**src/rtl/fsg_pkg.sv**
```systemverilog
package fsg_pkg;

    typedef enum logic [1:0] {
        ST_IDLE      = 2'd0,
        ST_ERS_SUSP  = 2'd1,
        ST_PGM_SUSP  = 2'd2,
        ST_NEST_SUSP = 2'd3
    } gate_state_e;

    localparam int OPW = 8;

    // Array read opcodes admitted in any suspended state
    localparam int N_READ_OPS = 14;
    localparam logic [N_READ_OPS*OPW-1:0] READ_OP_SET = {
        8'h03, 8'h13, 8'h3B, 8'h3C, 8'h6B, 8'h6C, 8'hBB,
        8'hBC, 8'hBD, 8'hBE, 8'hEB, 8'hEC, 8'hED, 8'hEE
    };

    // Status reads admitted in any suspended state
    localparam int N_STAT_OPS = 2;
    localparam logic [N_STAT_OPS*OPW-1:0] STAT_OP_SET = {8'h05, 8'h07};

    // Extra opcodes admitted only while an erase is suspended
    localparam int N_ERS_OPS = 8;
    localparam logic [N_ERS_OPS*OPW-1:0] ERS_OP_SET = {
        8'h85, 8'h02, 8'h12, 8'h32, 8'h38, 8'h34, 8'hE2, 8'h06
    };

    localparam logic [OPW-1:0] OP_SOFT_RST = 8'hF0;
    localparam logic [OPW-1:0] OP_BANK_ACC = 8'hB9;
    localparam logic [OPW-1:0] OP_REG_WR   = 8'h01;

    typedef struct packed {
        logic read;
        logic status;
        logic ers_extra;
        logic soft_rst;
        logic bank_acc;
        logic reg_wr;
    } op_class_t;

endpackage

```
**src/rtl/fsg_op_match.sv**
```systemverilog
module fsg_op_match #(
    parameter int                   W   = 8,
    parameter int                   N   = 2,
    parameter logic [N*W-1:0]       SET = '0
) (
    input  logic [W-1:0] op_i,
    output logic         hit_o
);
    logic [N-1:0] hits;

    for (genvar g = 0; g < N; g++) begin : g_cmp
        assign hits[g] = (op_i == SET[g*W +: W]);
    end

    assign hit_o = |hits;
endmodule

```
**src/rtl/fsg_op_classify.sv**
```systemverilog
module fsg_op_classify
    import fsg_pkg::*;
(
    input  logic [OPW-1:0] op_i,
    output op_class_t      cls_o
);
    logic read_hit, stat_hit, ers_hit;

    fsg_op_match #(.W(OPW), .N(N_READ_OPS), .SET(READ_OP_SET)) u_read (
        .op_i (op_i),
        .hit_o(read_hit)
    );

    fsg_op_match #(.W(OPW), .N(N_STAT_OPS), .SET(STAT_OP_SET)) u_stat (
        .op_i (op_i),
        .hit_o(stat_hit)
    );

    fsg_op_match #(.W(OPW), .N(N_ERS_OPS), .SET(ERS_OP_SET)) u_ers (
        .op_i (op_i),
        .hit_o(ers_hit)
    );

    always_comb begin
        cls_o           = '0;
        cls_o.read      = read_hit;
        cls_o.status    = stat_hit;
        cls_o.ers_extra = ers_hit;
        cls_o.soft_rst  = (op_i == OP_SOFT_RST);
        cls_o.bank_acc  = (op_i == OP_BANK_ACC);
        cls_o.reg_wr    = (op_i == OP_REG_WR);
    end
endmodule

```
**src/rtl/fsg_state_fsm.sv**
```systemverilog
module fsg_state_fsm
    import fsg_pkg::*;
(
    input  logic        clk,
    input  logic        rst_n,
    input  logic        soft_rst_i,
    input  logic        erase_susp_evt_i,
    input  logic        prog_susp_evt_i,
    input  logic        resume_evt_i,
    output gate_state_e state_o
);
    gate_state_e state_q, state_d;

    // next-state: soft reset dominates, then resume, then suspend events
    always_comb begin
        state_d = state_q;
        if (soft_rst_i) begin
            state_d = ST_IDLE;                                  // ANY->IDLE
        end else begin
            unique case (state_q)
                ST_IDLE: begin
                    if (erase_susp_evt_i)     state_d = ST_ERS_SUSP;  // IDLE->ERS
                    else if (prog_susp_evt_i) state_d = ST_PGM_SUSP;  // IDLE->PGM
                end
                ST_ERS_SUSP: begin
                    if (resume_evt_i)         state_d = ST_IDLE;      // ERS->IDLE
                    else if (prog_susp_evt_i) state_d = ST_NEST_SUSP; // ERS->NEST
                end
                ST_PGM_SUSP: begin
                    if (resume_evt_i)         state_d = ST_IDLE;      // PGM->IDLE
                end
                ST_NEST_SUSP: begin
                    if (resume_evt_i)         state_d = ST_ERS_SUSP;  // NEST->ERS
                end
                default: state_d = ST_IDLE;
            endcase
        end
    end

    always_ff @(posedge clk or negedge rst_n) begin
        if (!rst_n) state_q <= ST_IDLE;
        else        state_q <= state_d;
    end

    assign state_o = state_q;
endmodule

```
**src/rtl/fsg_bank_track.sv**
```systemverilog
module fsg_bank_track (
    input  logic clk,
    input  logic rst_n,
    input  logic take_i,
    input  logic is_bank_acc_i,
    input  logic soft_rst_i,
    output logic bank_ok_o
);
    logic bank_q;

    // remembers whether the last admitted command was the bank access
    always_ff @(posedge clk or negedge rst_n) begin
        if (!rst_n)          bank_q <= 1'b0;
        else if (soft_rst_i) bank_q <= 1'b0;
        else if (take_i)     bank_q <= is_bank_acc_i;
    end

    assign bank_ok_o = bank_q;
endmodule

```
**src/rtl/flash_suspend_gate.sv**
```systemverilog
module flash_suspend_gate
    import fsg_pkg::*;
(
    input  logic           clk,
    input  logic           rst_n,
    input  logic           op_valid_i,
    input  logic [OPW-1:0] opcode_i,
    input  logic           erase_susp_evt_i,
    input  logic           prog_susp_evt_i,
    input  logic           resume_evt_i,
    output logic           op_accept_o,
    output logic           op_reject_o,
    output logic           nested_susp_o
);
    op_class_t   cls;
    gate_state_e state_q;
    logic        bank_ok;
    logic        susp_common, admit, take, soft_rst_take;
    logic        acc_q, rej_q;

    fsg_op_classify u_cls (
        .op_i (opcode_i),
        .cls_o(cls)
    );

    assign susp_common = cls.read | cls.status | cls.soft_rst | cls.bank_acc
                       | (cls.reg_wr & bank_ok);

    // admission decision, taken in the state held before any same-cycle event
    always_comb begin
        admit = 1'b0;
        unique case (state_q)
            ST_IDLE:      admit = 1'b1;
            ST_ERS_SUSP:  admit = susp_common | cls.ers_extra;
            ST_PGM_SUSP:  admit = susp_common;
            ST_NEST_SUSP: admit = susp_common;
            default:      admit = 1'b0;
        endcase
    end

    assign take          = op_valid_i & admit;
    assign soft_rst_take = take & cls.soft_rst;

    fsg_state_fsm u_fsm (
        .clk             (clk),
        .rst_n           (rst_n),
        .soft_rst_i      (soft_rst_take),
        .erase_susp_evt_i(erase_susp_evt_i),
        .prog_susp_evt_i (prog_susp_evt_i),
        .resume_evt_i    (resume_evt_i),
        .state_o         (state_q)
    );

    fsg_bank_track u_bank (
        .clk          (clk),
        .rst_n        (rst_n),
        .take_i       (take),
        .is_bank_acc_i(cls.bank_acc),
        .soft_rst_i   (soft_rst_take),
        .bank_ok_o    (bank_ok)
    );

    // registered verdict outputs
    always_ff @(posedge clk or negedge rst_n) begin
        if (!rst_n) begin
            acc_q <= 1'b0;
            rej_q <= 1'b0;
        end else begin
            acc_q <= take;
            rej_q <= op_valid_i & ~admit;
        end
    end

    assign op_accept_o   = acc_q;
    assign op_reject_o   = rej_q;
    assign nested_susp_o = (state_q == ST_NEST_SUSP);
endmodule

```
**config.mk**
```make
export PLATFORM = sky130hd
export DESIGN_NAME = flash_suspend_gate
export DESIGN_NICKNAME = d
export VERILOG_FILES = /design/src/rtl/fsg_pkg.sv /design/src/rtl/fsg_op_match.sv /design/src/rtl/fsg_op_classify.sv /design/src/rtl/fsg_state_fsm.sv /design/src/rtl/fsg_bank_track.sv /design/src/rtl/flash_suspend_gate.sv
export SDC_FILE = /design/constraint.sdc
export NUM_CORES = 1
export LEC_CHECK = 0
export BUFFER_PORTS_ARGS = -buffer_cell sky130_fd_sc_hd__buf_2
export CELL_PAD_IN_SITES_DETAIL_PLACEMENT = 1
export CELL_PAD_IN_SITES_GLOBAL_PLACEMENT = 2
export CORE_UTILIZATION = 29
export CTS_BUF_LIST = sky130_fd_sc_hd__clkbuf_4 sky130_fd_sc_hd__clkbuf_8
export DETAILED_ROUTE_END_ITERATION = 6
export GPL_TIMING_DRIVEN = 0
export PLACE_DENSITY_LB_ADDON = 0.1
export SLEW_MARGIN = 20
export SYNTH_ARGS = -nofsm -noshare
export SYNTH_HDL_FRONTEND = slang
export SYNTH_SLANG_ARGS = --single-unit
```
**constraint.sdc**
```tcl
create_clock -name clk -period 3.01 [get_ports clk]
set_clock_uncertainty 0.15 [all_clocks]
set_input_delay 0.301 -clock clk [delete_from_list [all_inputs] [get_ports clk]]
set_output_delay 0.301 -clock clk [all_outputs]
set_load 0.01 [all_outputs]
```
* After elaboration in Yosys (flattened, before gate mapping)
Index checks and enable logic that the tools add are counted.
** Word-level totals
- Register bits after elaboration :: 5
- Logic and storage cells :: 66
- Bits of input ports :: 14
** Cells by class
- Bitwise gates (word level) :: 10
- Reduce and logical (&&, ||, !) cells :: 7
- Mux-type cells :: 11
- Equality and inequality tests :: 34
** Operators with widths (number)
- equality test 8 bit (second input constant) :: 12
- equality test 8 x 6 -> 1 bit (second input constant) :: 5
- equality test 8 x 3 -> 1 bit (second input constant) :: 3
- equality test 8 x 2 -> 1 bit (second input constant) :: 2
- equality test 8 x 5 -> 1 bit (second input constant) :: 2
- equality test 8 x 7 -> 1 bit (second input constant) :: 2
- two-way mux 2 bit :: 7
- OR reduction 14 bit :: 1
- equality test 8 x 1 -> 1 bit (second input constant) :: 1
- inequality test 4 bit (second input constant) :: 2
- case mux 2 bit (4 select lines) :: 1
- OR reduction 8 bit :: 1
- bitwise OR 1 bit :: 5
- bitwise AND 1 bit :: 4
- equality test 2 bit (second input constant) :: 2
- AND reduction 4 bit :: 1
- OR reduction 2 bit :: 2
- inequality test 3 x 2 -> 1 bit (second input constant) :: 1
- inequality test 3 bit (second input constant) :: 1
- case mux 1 bit (3 select lines) :: 1
- equality test 2 x 1 -> 1 bit (second input constant) :: 1
- logical NOT 2 bit :: 1
- two-way mux 1 bit :: 2
- nonzero test 2 bit :: 1
- inverter 1 bit :: 1

* Depth between registers and ports, before layout
Gate-level depths: netlist of the first run.
- Depth in word-level cells :: 12
- Mapped depth :: 6
- Depth with buffers taken out :: 5

* Hierarchy
Synthesis of the first run repeated with hierarchy kept, for this count alone.
** Unflattened totals
- Cells, all modules :: 62
- Area, all modules :: 523.0 um2
** Modules (own cells, without submodules)
- flash_suspend_gate :: seq. area each 50.0 um2, cells an instance 12, area an instance 128.9 um2, times used 1
- fsg_state_fsm :: seq. area each 50.0 um2, cells an instance 11, area an instance 100.1 um2, times used 1
- fsg_op_match at u_cls.u_ers :: seq. area each 0.0 um2, cells an instance 14, area an instance 98.8 um2, times used 1
- fsg_op_classify :: seq. area each 0.0 um2, cells an instance 11, area an instance 81.3 um2, times used 1
- fsg_op_match at u_cls.u_read :: seq. area each 0.0 um2, cells an instance 8, area an instance 56.3 um2, times used 1
- fsg_bank_track :: seq. area each 25.0 um2, cells an instance 3, area an instance 38.8 um2, times used 1
- fsg_op_match at u_cls.u_stat :: seq. area each 0.0 um2, cells an instance 3, area an instance 18.8 um2, times used 1

* Least setup slack after synthesis of the first run
Ideal clock, no wire load.
- Path type :: input port to flip-flop
- Start point :: input port opcode_i[2]
- End point :: register acc_q (netlist: op_accept_o)
- Data arrival time :: 1278 ps
- Cell stages on the path :: 6
- Library setup time :: 119 ps
- Buffers on the path :: 1
- Path slack :: 1463 ps
- Path through :: buf_4 and3b_1 o2111ai_1 o221ai_1 nand4b_4 o21a_1
** Between the ends
- Cells in the longest elaborated chain, start to end :: 9
- Elaborated cells on any way between the ends :: 38
** Ends and longest elaborated chain
- start, declared :: RTL line flash_suspend_gate.sv:7 : input logic [OPW-1:0] opcode_i,
- equality test 8 bit, or another cell as far along :: RTL line fsg_op_match.sv:12 : assign hits[g] = (op_i == SET[g*W +: W]);
- OR reduction 14 bit / OR reduction 2 bit (equally long branches) :: RTL line fsg_op_match.sv:15 : assign hit_o = |hits;
- bitwise OR 1 bit (3 in a row) :: RTL line flash_suspend_gate.sv:26 : assign susp_common = cls.read | cls.status | cls.soft_rst | cls.bank_acc
- bitwise OR 1 bit :: RTL line flash_suspend_gate.sv:27 : | (cls.reg_wr & bank_ok);
- bitwise OR 1 bit :: RTL line flash_suspend_gate.sv:34 : ST_ERS_SUSP: admit = susp_common | cls.ers_extra;
- case mux 1 bit (3 select lines) (*) :: RTL line flash_suspend_gate.sv:32 : unique case (state_q)
- bitwise AND 1 bit (*) :: RTL line flash_suspend_gate.sv:41 : assign take = op_valid_i & admit;
- net take :: RTL line flash_suspend_gate.sv:18 : logic susp_common, admit, take, soft_rst_take;
- end signal, assigned :: RTL line flash_suspend_gate.sv:69 : acc_q <= take;
- end, declared :: RTL line flash_suspend_gate.sv:19 : logic acc_q, rej_q;
Mark *: on every way through the listed nets, which the timed path passes. The rest lies on a longest branch.
A chain may end at the register's enable or synchronous reset.

* Worst setup path after layout of the first run
- Start point :: register u_fsm.state_q[1] (netlist: u_fsm.state_o[1])
- End point :: register acc_q (netlist: op_accept_o)
** Between the ends
- Cells in the longest elaborated chain, start to end :: 4
- Elaborated cells on any way between the ends :: 7
** Ends and longest elaborated chain
- start, declared :: RTL line fsg_state_fsm.sv:12 : gate_state_e state_q, state_d;
- start signal, assigned :: RTL line fsg_state_fsm.sv:42 : else state_q <= state_d;
- equality test 2 bit :: RTL line flash_suspend_gate.sv:32
- OR reduction 2 bit (no source line)
- case mux 1 bit (3 select lines) (*) :: RTL line flash_suspend_gate.sv:32
- bitwise AND 1 bit (*) :: RTL line flash_suspend_gate.sv:41
- net take :: RTL line flash_suspend_gate.sv:18
Marks and branches as above.

==> metrics, run 1 <==
run status finished, final reports clean; final count of pins violating max slew 0; Req. time, crit path 2.98 ns; DR vias 496; height of the die 42.1 um; sequential group share of total power 35.8%; final weighted congestion in routability-driven placement 0.697; number of cells on the worst hold path 3; drt via density 5.45; average wire per standard cell 13.4 um; Initial Util 31.0%; Post-Route Setup TNS 0 ns; Startpoint Class register; share of async-settable or async-resettable flops after synthesis 100%; maximum count of clock buffers along a single path 2; category of the most critical setup path register to register; total nets after synthesis 71; switching fraction of total power 33.5%; total power divided by cell area 544 mW/mm^2; dominant register cell in the synthesized netlist sky130_fd_sc_hd__dfrtp_1; GR Overflow Total 0; static power due to leakage 0.274 nW; core area 0.00151 mm^2; arrival time of data at the critical path endpoint 1.68 ns; post-synthesis xor/xnor area fraction 3.75%; wire length of the first global-routing pass 2040 um; Final #Nets 90; area growth from synthesis to final layout 26.8%; crit share post-route 56.5%; combinational family with the most area after synthesis simple AND/OR/NAND/NOR gates; drt first-iter violations 4; Antenna Nets Post-Route 0; distinct cell type count after synthesis 30; Post-CTS Setup Inserts 0; Max FO, Critical Path 8; number of clock sinks 5; Detailed Route WL 1220 um; detailed-router iteration count before antenna repair 4; worst reg-to-reg path cell count 5; count of port buffers added during placement 13; netlist area before placement 467 um^2; Horiz. Die Dim 42.1 um; final setup violation count 0; Root Buffer sky130_fd_sc_hd__clkbuf_4; final critical delay including setup and external delays 1.70 ns; fraction of synthesized area in multiplexers 2.14%; DPL Wire Length 976 um; number of synthesized register bits 5; net switching power figure 0.000108 W; part of the power in combinational logic 37.9%; worst skew pair latency 0.24 ns; number of diodes added for antenna fixing 0; final hold violation count 0; classification of the worst-slack hold path primary input to register; top achievable clock speed 588 MHz; number of enable flip-flop cells after synthesis 0; number of levels in the clock H-tree 1; hold slack final 0.162 ns; Synth Area in Simple Gates 41.0%; Global Route Usage Sum 15.5%; adder and majority cell fraction of the synthesized area 0%; die area 0.00177 mm^2; mean instance size in the synthesized netlist 8.19 um^2; Resized cells post-CTS 0; max_slew headroom 77.5%; initial antenna violation count 0; unrepaired setup endpoints after global routing no; io pins 17; synthesized-area fraction occupied by ao, oa, aoi and oai cells 19.3%; TritonCTS clock tree done; crit end category register; number of design rule violations left after detail routing 0; clock network power share 26.4%; Std-Cell Rows 14; total internal power 0.000214 W; gate count after technology mapping 57; Max Cap Viol 0; Peak supply drop 152 uV; clk slew on worst S/H paths 0.04 ns; largest net degree at the start of global routing 11; via count of the first global-routing pass 467; actual slew at the worst max-slew pin 0.334 ns; layout cell share with drive strength beyond 1 30.7%; sequential-to-total area share from yosys stat 26.8%; Synth Warn # 0; cts bufs inserted 3
-- cell usage in the layout, fill, tap and decap left out, types with 3 or more instances in the layout --
master,synthesis,routed
sky130_fd_sc_hd__clkbuf_4,0,4
sky130_fd_sc_hd__dfrtp_1,5,5
sky130_fd_sc_hd__buf_2,2,15
sky130_fd_sc_hd__inv_1,4,4
sky130_fd_sc_hd__nor2_1,6,6
sky130_fd_sc_hd__a21oi_1,4,4
sky130_fd_sc_hd__o21ai_0,3,3
sky130_fd_sc_hd__nand2_1,5,5
-- critical path, stage by stage (launching register included) --
cell and delay, ns:
sky130_fd_sc_hd__dfrtp_1 0.47, sky130_fd_sc_hd__and3b_1 0.21, sky130_fd_sc_hd__o2111ai_1 0.18, sky130_fd_sc_hd__o221ai_1 0.16
sky130_fd_sc_hd__nand4b_4 0.21, sky130_fd_sc_hd__o21a_1 0.20
-- through the flow --
stage          util (%)  total power, W  worst slack, ns  instances  area (um^2)
2_1_floorplan         -        0.000194             1.46         57          467
3_3_place_gp       36.6        0.000237             1.33         86          552
3_5_place_dp       36.6        0.000239             1.30         86          552
4_1_cts            39.3        0.000329             1.29         91          592
5_1_grt            39.3        0.000357             1.17         91          592
6_report           39.3        0.000322             1.31         91          592
-- synth_stat cells (all sizes together) (2+ instances only) --
cell,number,area [um^2]
nor2,6,22.5
o21ai,4,20.0
nor4b,2,17.5
nor3b,2,20.0
dfrtp,5,125
nand4b,2,32.5
buf,3,17.5
and3,2,12.5
xnor2,2,17.5
nand2,5,18.8
nor4,2,12.5
a21oi,4,20.0
inv,4,15.0
nor3,2,10.0
-- state kept, by name, indices dropped and copies added (netlist names) --
| name | flops |
|---|---|
| u_fsm.state_o | 2 |
| op_accept_o | 1 |
| op_reject_o | 1 |
| u_bank.bank_ok_o | 1 |
-- repair_timing --
action	CTS	global route
hold buffers	1	0
endpoints found under the hold margin	5	0
endpoints found under the setup margin	0	0
-- per-layer routing --
| layer | part of all wire, % | track usage, % | up-vias |
|---|---|---|---|
| li1 | - | - | 246 |
| met1 | 47 | 18.0 | 233 |
| met2 | 48 | 25.6 | 17 |
| met3 | 5.1 | 3.88 | 0 |
| met4 | 0 | 9.38 | 0 |
| met5 | 0 | 0 | - |
-- power by group through the flow --
stage / clock network [W] / logic, W / registers, W
final: 0.0000849 / 0.000122 / 0.000115
after global routing: 0.0000968 / 0.000140 / 0.000120
after CTS: 0.0000895 / 0.000124 / 0.000115
after detailed placement: 0 / 0.000123 / 0.000116
after global placement: 0 / 0.000121 / 0.000116
after floorplan: 0 / 0.0000816 / 0.000112
-- cell type report --
cell class / instances / area, um^2
multi-input combinational: 45 / 309
sequential: 5 / 125
tap: 16 / 20.0
clock buffer: 4 / 30.0
fill: 202 / 915
buffer: 3 / 17.5
inverter: 4 / 15.0
timing repair buffer: 14 / 75.1
-- path summary, 6_finish.rpt --
kind                                   from          endpoint  slack, ns
min reg2reg                u_bank.bank_ok_o  u_bank.bank_ok_o       0.43
max reg2reg                u_fsm.state_o[1]       op_accept_o       1.31
max                        u_fsm.state_o[1]       op_accept_o       1.31
min in group asynchronous             rst_n  u_fsm.state_o[0]       0.25
max in group asynchronous             rst_n       op_reject_o       2.33
min                        erase_susp_evt_i  u_fsm.state_o[0]       0.16
-- cells by family (layout without fill, tap and decap cells) --
kind of cell,count (synthesis),in the layout
and+or+nand+nor,28,28
AOI/OAI and AO/OA,14,14
buffers and inverters,7,25
DFF,5,5
xor gates and xnor gates,2,2
muxes,1,1
Power figures use the tool's default switching activity.
==> run 2, diff against run 1 <==
CORE_UTILIZATION = 27   (was 29)
clock period = 1.6 ns   (was 3.01 ns; I/O delays follow)
==> run 2 against run 1 <==
Net effect:
- clock power rose by 76%
- register-to-register slack got worse by 1.3 ns
- count of clock-buffer cells in the layout fell by 1
- cell count rose by 1.1%
- largest power group unchanged
- sequential power rose by 80%
- global-route usage fell by 0.55 points
- via count rose by 2.0%
- largest cell class unchanged
- core utilization fell by 0.52 points
- flip-flop and latch count did not move
==> metrics, run 2 (synthesis gave the netlist of run 1 again) <==
run status finished, final reports clean; area growth from synthesis to final layout 29.5%; Post-Route Setup TNS 0 ns; Detailed Route WL 1270 um; worst reg-to-reg path cell count 5; Final #Nets 91; worst-case setup slack after placement -0.144 ns; die area 0.00190 mm^2; TritonCTS clock tree done; total placed instance area 552 um^2; io pins 17; DR vias 506; number of levels in the clock H-tree 1; number of clock sinks 5; drt via density 5.50; min setup slack post-route 0.0421 ns; max_slew headroom 82.7%; largest net degree at the start of global routing 11; Req. time, crit path 1.59 ns; most frequent cells in the layout sky130_fd_sc_hd__buf_2 (15), sky130_fd_sc_hd__nor2_1 (6), sky130_fd_sc_hd__nand2_1 (5); unrepaired setup endpoints after global routing yes; Non-Filler Instances 92; worst hold endpoint u_fsm.state_o[0]; crit end category register; number of design rule violations left after detail routing 0; final hold violation count 0; detailed-router iteration count before antenna repair 3; number of cells on the worst hold path 3; Finished Cell Area 604 um^2; count of port buffers added during placement 13; Max Cap Viol 0; classification of the worst-slack hold path primary input to register; top achievable clock speed 642 MHz; actual slew at the worst max-slew pin 0.256 ns; initial antenna violation count 0; category of the most critical setup path register to register; Std-Cell Rows 14; Root Buffer sky130_fd_sc_hd__clkbuf_4; Max FO, Critical Path 3; worst-case register-to-register setup slack 0.04 ns; Horiz. Die Dim 43.6 um; final count of pins violating max slew 0; worst skew pair latency 0.25 ns; height of the die 43.6 um; Peak supply drop 493 uV; crit share post-route 97.4%; most common cell after layout, fill and taps aside sky130_fd_sc_hd__buf_2; Global Route Usage Sum 15.0%; reg2reg end op_accept_o; beginning of the worst hold path erase_susp_evt_i; Inst Count DP 86; final setup violation count 0; average wire per standard cell 13.8 um; arrival time of data at the critical path endpoint 1.55 ns; number of flip-flops in the largest register 2; Worst setup startpoint u_fsm.state_o[1]; core area 0.00156 mm^2; Startpoint Class register; cts bufs inserted 3; DPL Wire Length 947 um; final weighted congestion in routability-driven placement 0.668; layout cell share with drive strength beyond 1 34.2%; number of diodes added for antenna fixing 0; total design power 0.000622 W; Antenna Nets Post-Route 0; static power due to leakage 0.278 nW; via count of the first global-routing pass 467; wire length of the first global-routing pass 2090 um; maximum count of clock buffers along a single path 2; total power divided by cell area 1030 mW/mm^2; GR Overflow Total 0; final critical delay including setup and external delays 1.56 ns; Initial Util 29.9%; startpoint of the most critical register-to-register path u_fsm.state_o[1]; clk slew on worst S/H paths 0.05 ns; drt first-iter violations 8
[run 2: cell count changes in the layout (fill, tap and decap cells not counted), sizes merged]
cell | previous run | this run
buf | 16 | 17
clkbuf | 4 | 3
clkinv | 0 | 1
[run 2: worst max-delay path: stages, from the launching register on]
cell,delay (ns)
sky130_fd_sc_hd__dfrtp_2,0.37
sky130_fd_sc_hd__and3b_1,0.18
sky130_fd_sc_hd__o2111ai_1,0.19
sky130_fd_sc_hd__o221ai_1,0.16
sky130_fd_sc_hd__nand4b_4,0.21
sky130_fd_sc_hd__o21a_1,0.19
[run 2: area by class of cell]
cell class,instances,area [um^2]
Clock inverter,1,5.00
Multi-Input combinational cell,45,315
Inverter,4,15.0
Buffer,3,17.5
Fill cell,199,955
Clock buffer,3,22.5
Timing Repair Buffer,15,82.6
Tap cell,16,20.0
Sequential cell,5,126
[run 2: worst max-delay path by stage]
stage	to	depth (start not counted)	slack (ns)
final	op_accept_o	5	0.04
after global routing	u_bank.bank_ok_o	5	-0.004
after CTS	op_accept_o	5	0.02
after detailed placement	op_accept_o	5	-0.14
after global placement	op_accept_o	5	-0.12
after floorplan	op_accept_o	5	0.07
[run 2: routing by layer]
metal | share of wire (%) | vias to the layer above | track usage, %
li1 | - | 249 | -
met1 | 48 | 244 | 21.0
met2 | 47 | 13 | 21.2
met4 | 0 | 0 | 3.75
met5 | 0 | - | 0
met3 | 4.8 | 0 | 6.25
[run 2: per-stage QoR]
step | util, % | hold WS, ns
after global routing | 38.8 | 0.00366
final | 38.8 | 0.0173
after CTS | 38.4 | 0.00900
after global placement | 35.4 | -0.172
after detailed placement | 35.4 | -0.171
after floorplan | - | -0.286
[run 2: what timing repair did]
| item | 4_1_cts | 5_1_grt |
|---|---|---|
| endpoints found under the setup margin | 3 | 2 |
| resized for setup | 1 | 2 |
| pin swaps | 0 | 1 |
| hold buffers | 1 | 0 |
| endpoints found under the hold margin | 5 | 0 |
| setup buffers | 1 | 0 |
[run 2: power by group]
group	internal [W]	switching (W)	leakage, nW
logic	0.000132	0.000134	0.197
clock network	0.0000908	0.0000582	0.0177
registers	0.000172	0.0000349	0.0626
==> run 3, diff against run 2 <==
CORE_MARGIN = 2   (was unset)
==> run 3 against run 2 <==
Net effect:
- fmax grew 3.7%
- sequential power is essentially flat
- clock power grew 8%
- core utilization shrank 2.0 points
- largest cell class unchanged
==> metrics, run 3 (synthesis gave the netlist of run 1 again) <==
total power divided by cell area 1030 mW/mm^2; final count of pins violating max slew 0; cts bufs inserted 3; core area 0.00167 mm^2; GR Overflow Total 0; final setup violation count 0; average wire per standard cell 13.0 um; Req. time, crit path 1.58 ns; max_slew headroom 78.1%; Detailed Route WL 1210 um; Startpoint Class register; Max Cap Viol 0; static power due to leakage 0.279 nW; io pins 17; number of flip-flops in the largest register 2; crit end category register; Antenna Nets Post-Route 0; crit share post-route 93.9%; arrival time of data at the critical path endpoint 1.48 ns; via count of the first global-routing pass 453; top achievable clock speed 666 MHz; maximum count of clock buffers along a single path 2; final weighted congestion in routability-driven placement 0.718; Layout fillers 224; height of the die 45.6 um; number of clock sinks 5; Non-Filler Instances 93; Std-Cell Rows 15; layout cell share with drive strength beyond 1 35.5%; min setup slack post-route 0.0975 ns; wire length of the first global-routing pass 2040 um; number of levels in the clock H-tree 1; most frequent cells in the layout sky130_fd_sc_hd__buf_2 (15), sky130_fd_sc_hd__nor2_1 (6), sky130_fd_sc_hd__nand2_1 (5); drt first-iter violations 6; Global Route Usage Sum 13.1%; unrepaired setup endpoints after global routing no; number of design rule violations left after detail routing 0; initial antenna violation count 0; count of port buffers added during placement 13; largest net degree at the start of global routing 11; Horiz. Die Dim 45.6 um; classification of the worst-slack hold path primary input to register; final hold violation count 0; category of the most critical setup path register to register; run status finished, final reports clean; actual slew at the worst max-slew pin 0.325 ns; DR vias 489; Inst Count DP 87; die area 0.00208 mm^2; number of diodes added for antenna fixing 0; final critical delay including setup and external delays 1.50 ns; Max FO, Critical Path 3; detailed-router iteration count before antenna repair 3; Initial Util 27.9%; worst-case setup slack after placement -0.0810 ns; area growth from synthesis to final layout 31.6%; worst skew pair latency 0.24 ns; Peak supply drop 422 uV; TritonCTS clock tree done; DPL Wire Length 928 um; clk slew on worst S/H paths 0.04 ns; Root Buffer sky130_fd_sc_hd__clkbuf_4; drt via density 5.26; most common cell after layout, fill and taps aside sky130_fd_sc_hd__buf_2; Final #Nets 91
run 3: cell count changes in the layout (fill, tap and decap cells not counted), sizes merged:
cell / previous run / this run
clkbuf: 3 / 4
clkinv: 1 / 0
run 3: critical path: stages, from the launching register on:
cell	delay [ns]
sky130_fd_sc_hd__dfrtp_2	0.36
sky130_fd_sc_hd__and3b_1	0.18
sky130_fd_sc_hd__o2111ai_2	0.19
sky130_fd_sc_hd__o221ai_2	0.11
sky130_fd_sc_hd__nand4b_4	0.19
sky130_fd_sc_hd__o21a_1	0.20
run 3: layer usage:
layer | global-route usage [%] | share of wire (%)
met4 | 3.53 | 0
met3 | 1.19 | 3.1
met5 | 0 | 0
met2 | 20.3 | 46
met1 | 19.2 | 50
run 3: per-stage QoR:
| stage | hold WS (ns) | total power [W] | instance area, um^2 | setup TNS (ns) | utilization, % |
|---|---|---|---|---|---|
| after detailed placement | -0.171 | 0.000447 | 553 | -0.0996 | 33.1 |
| after global routing | 0.0280 | 0.000692 | 614 | 0 | 36.8 |
| after global placement | -0.174 | 0.000453 | 553 | -0.229 | 33.1 |
| after CTS | 0.0258 | 0.000633 | 602 | 0 | 36.0 |
| after floorplan | -0.286 | 0.000365 | 467 | 0 | - |
| final | 0.0305 | 0.000634 | 614 | 0 | 36.8 |
run 3: area by class of cell:
type	count	area [um^2]	area share, %
multi-input cells	45	322	52.3
flip-flops and latches	5	126	20.6
clock buffers	4	30.0	4.89
plain buffers	3	17.5	2.85
inverters	4	15.0	2.44
well taps	17	21.3	3.46
repair buffers	15	82.6	13.4
run 3: power breakdown:
| group | switching [W] | leakage, nW | internal (W) |
|---|---|---|---|
| logic | 0.000128 | 0.198 | 0.000138 |
| registers | 0.0000345 | 0.0626 | 0.000172 |
| clock network | 0.0000499 | 0.0184 | 0.000111 |
| total | 0.000212 | 0.279 | 0.000422 |
run 3: worst paths after layout:
| path | start | to | slack, ns | depth (start not counted) |
|---|---|---|---|---|
| worst max-delay path | u_fsm.state_o[1] | op_accept_o | 0.1 | 5 |
| worst min-delay path | erase_susp_evt_i | u_fsm.state_o[0] | 0.03 | 3 |
| worst max register to register | u_fsm.state_o[1] | op_accept_o | 0.1 | 5 |
| worst min register to register | u_bank.bank_ok_o | u_bank.bank_ok_o | 0.41 | 2 |
| max in group asynchronous | rst_n | u_fsm.state_o[1] | 1.04 | 2 |
| min in group asynchronous | rst_n | op_reject_o | 0.11 | 2 |
run 3: repair_timing:
action / 4_1_cts / 5_1_grt
setup buffers: 1 / 0
gates resized for setup: 1 / 2
endpoints found under the setup margin: 3 / 2
hold endpoints to repair: 5 / 0
hold buffers: 1 / 0
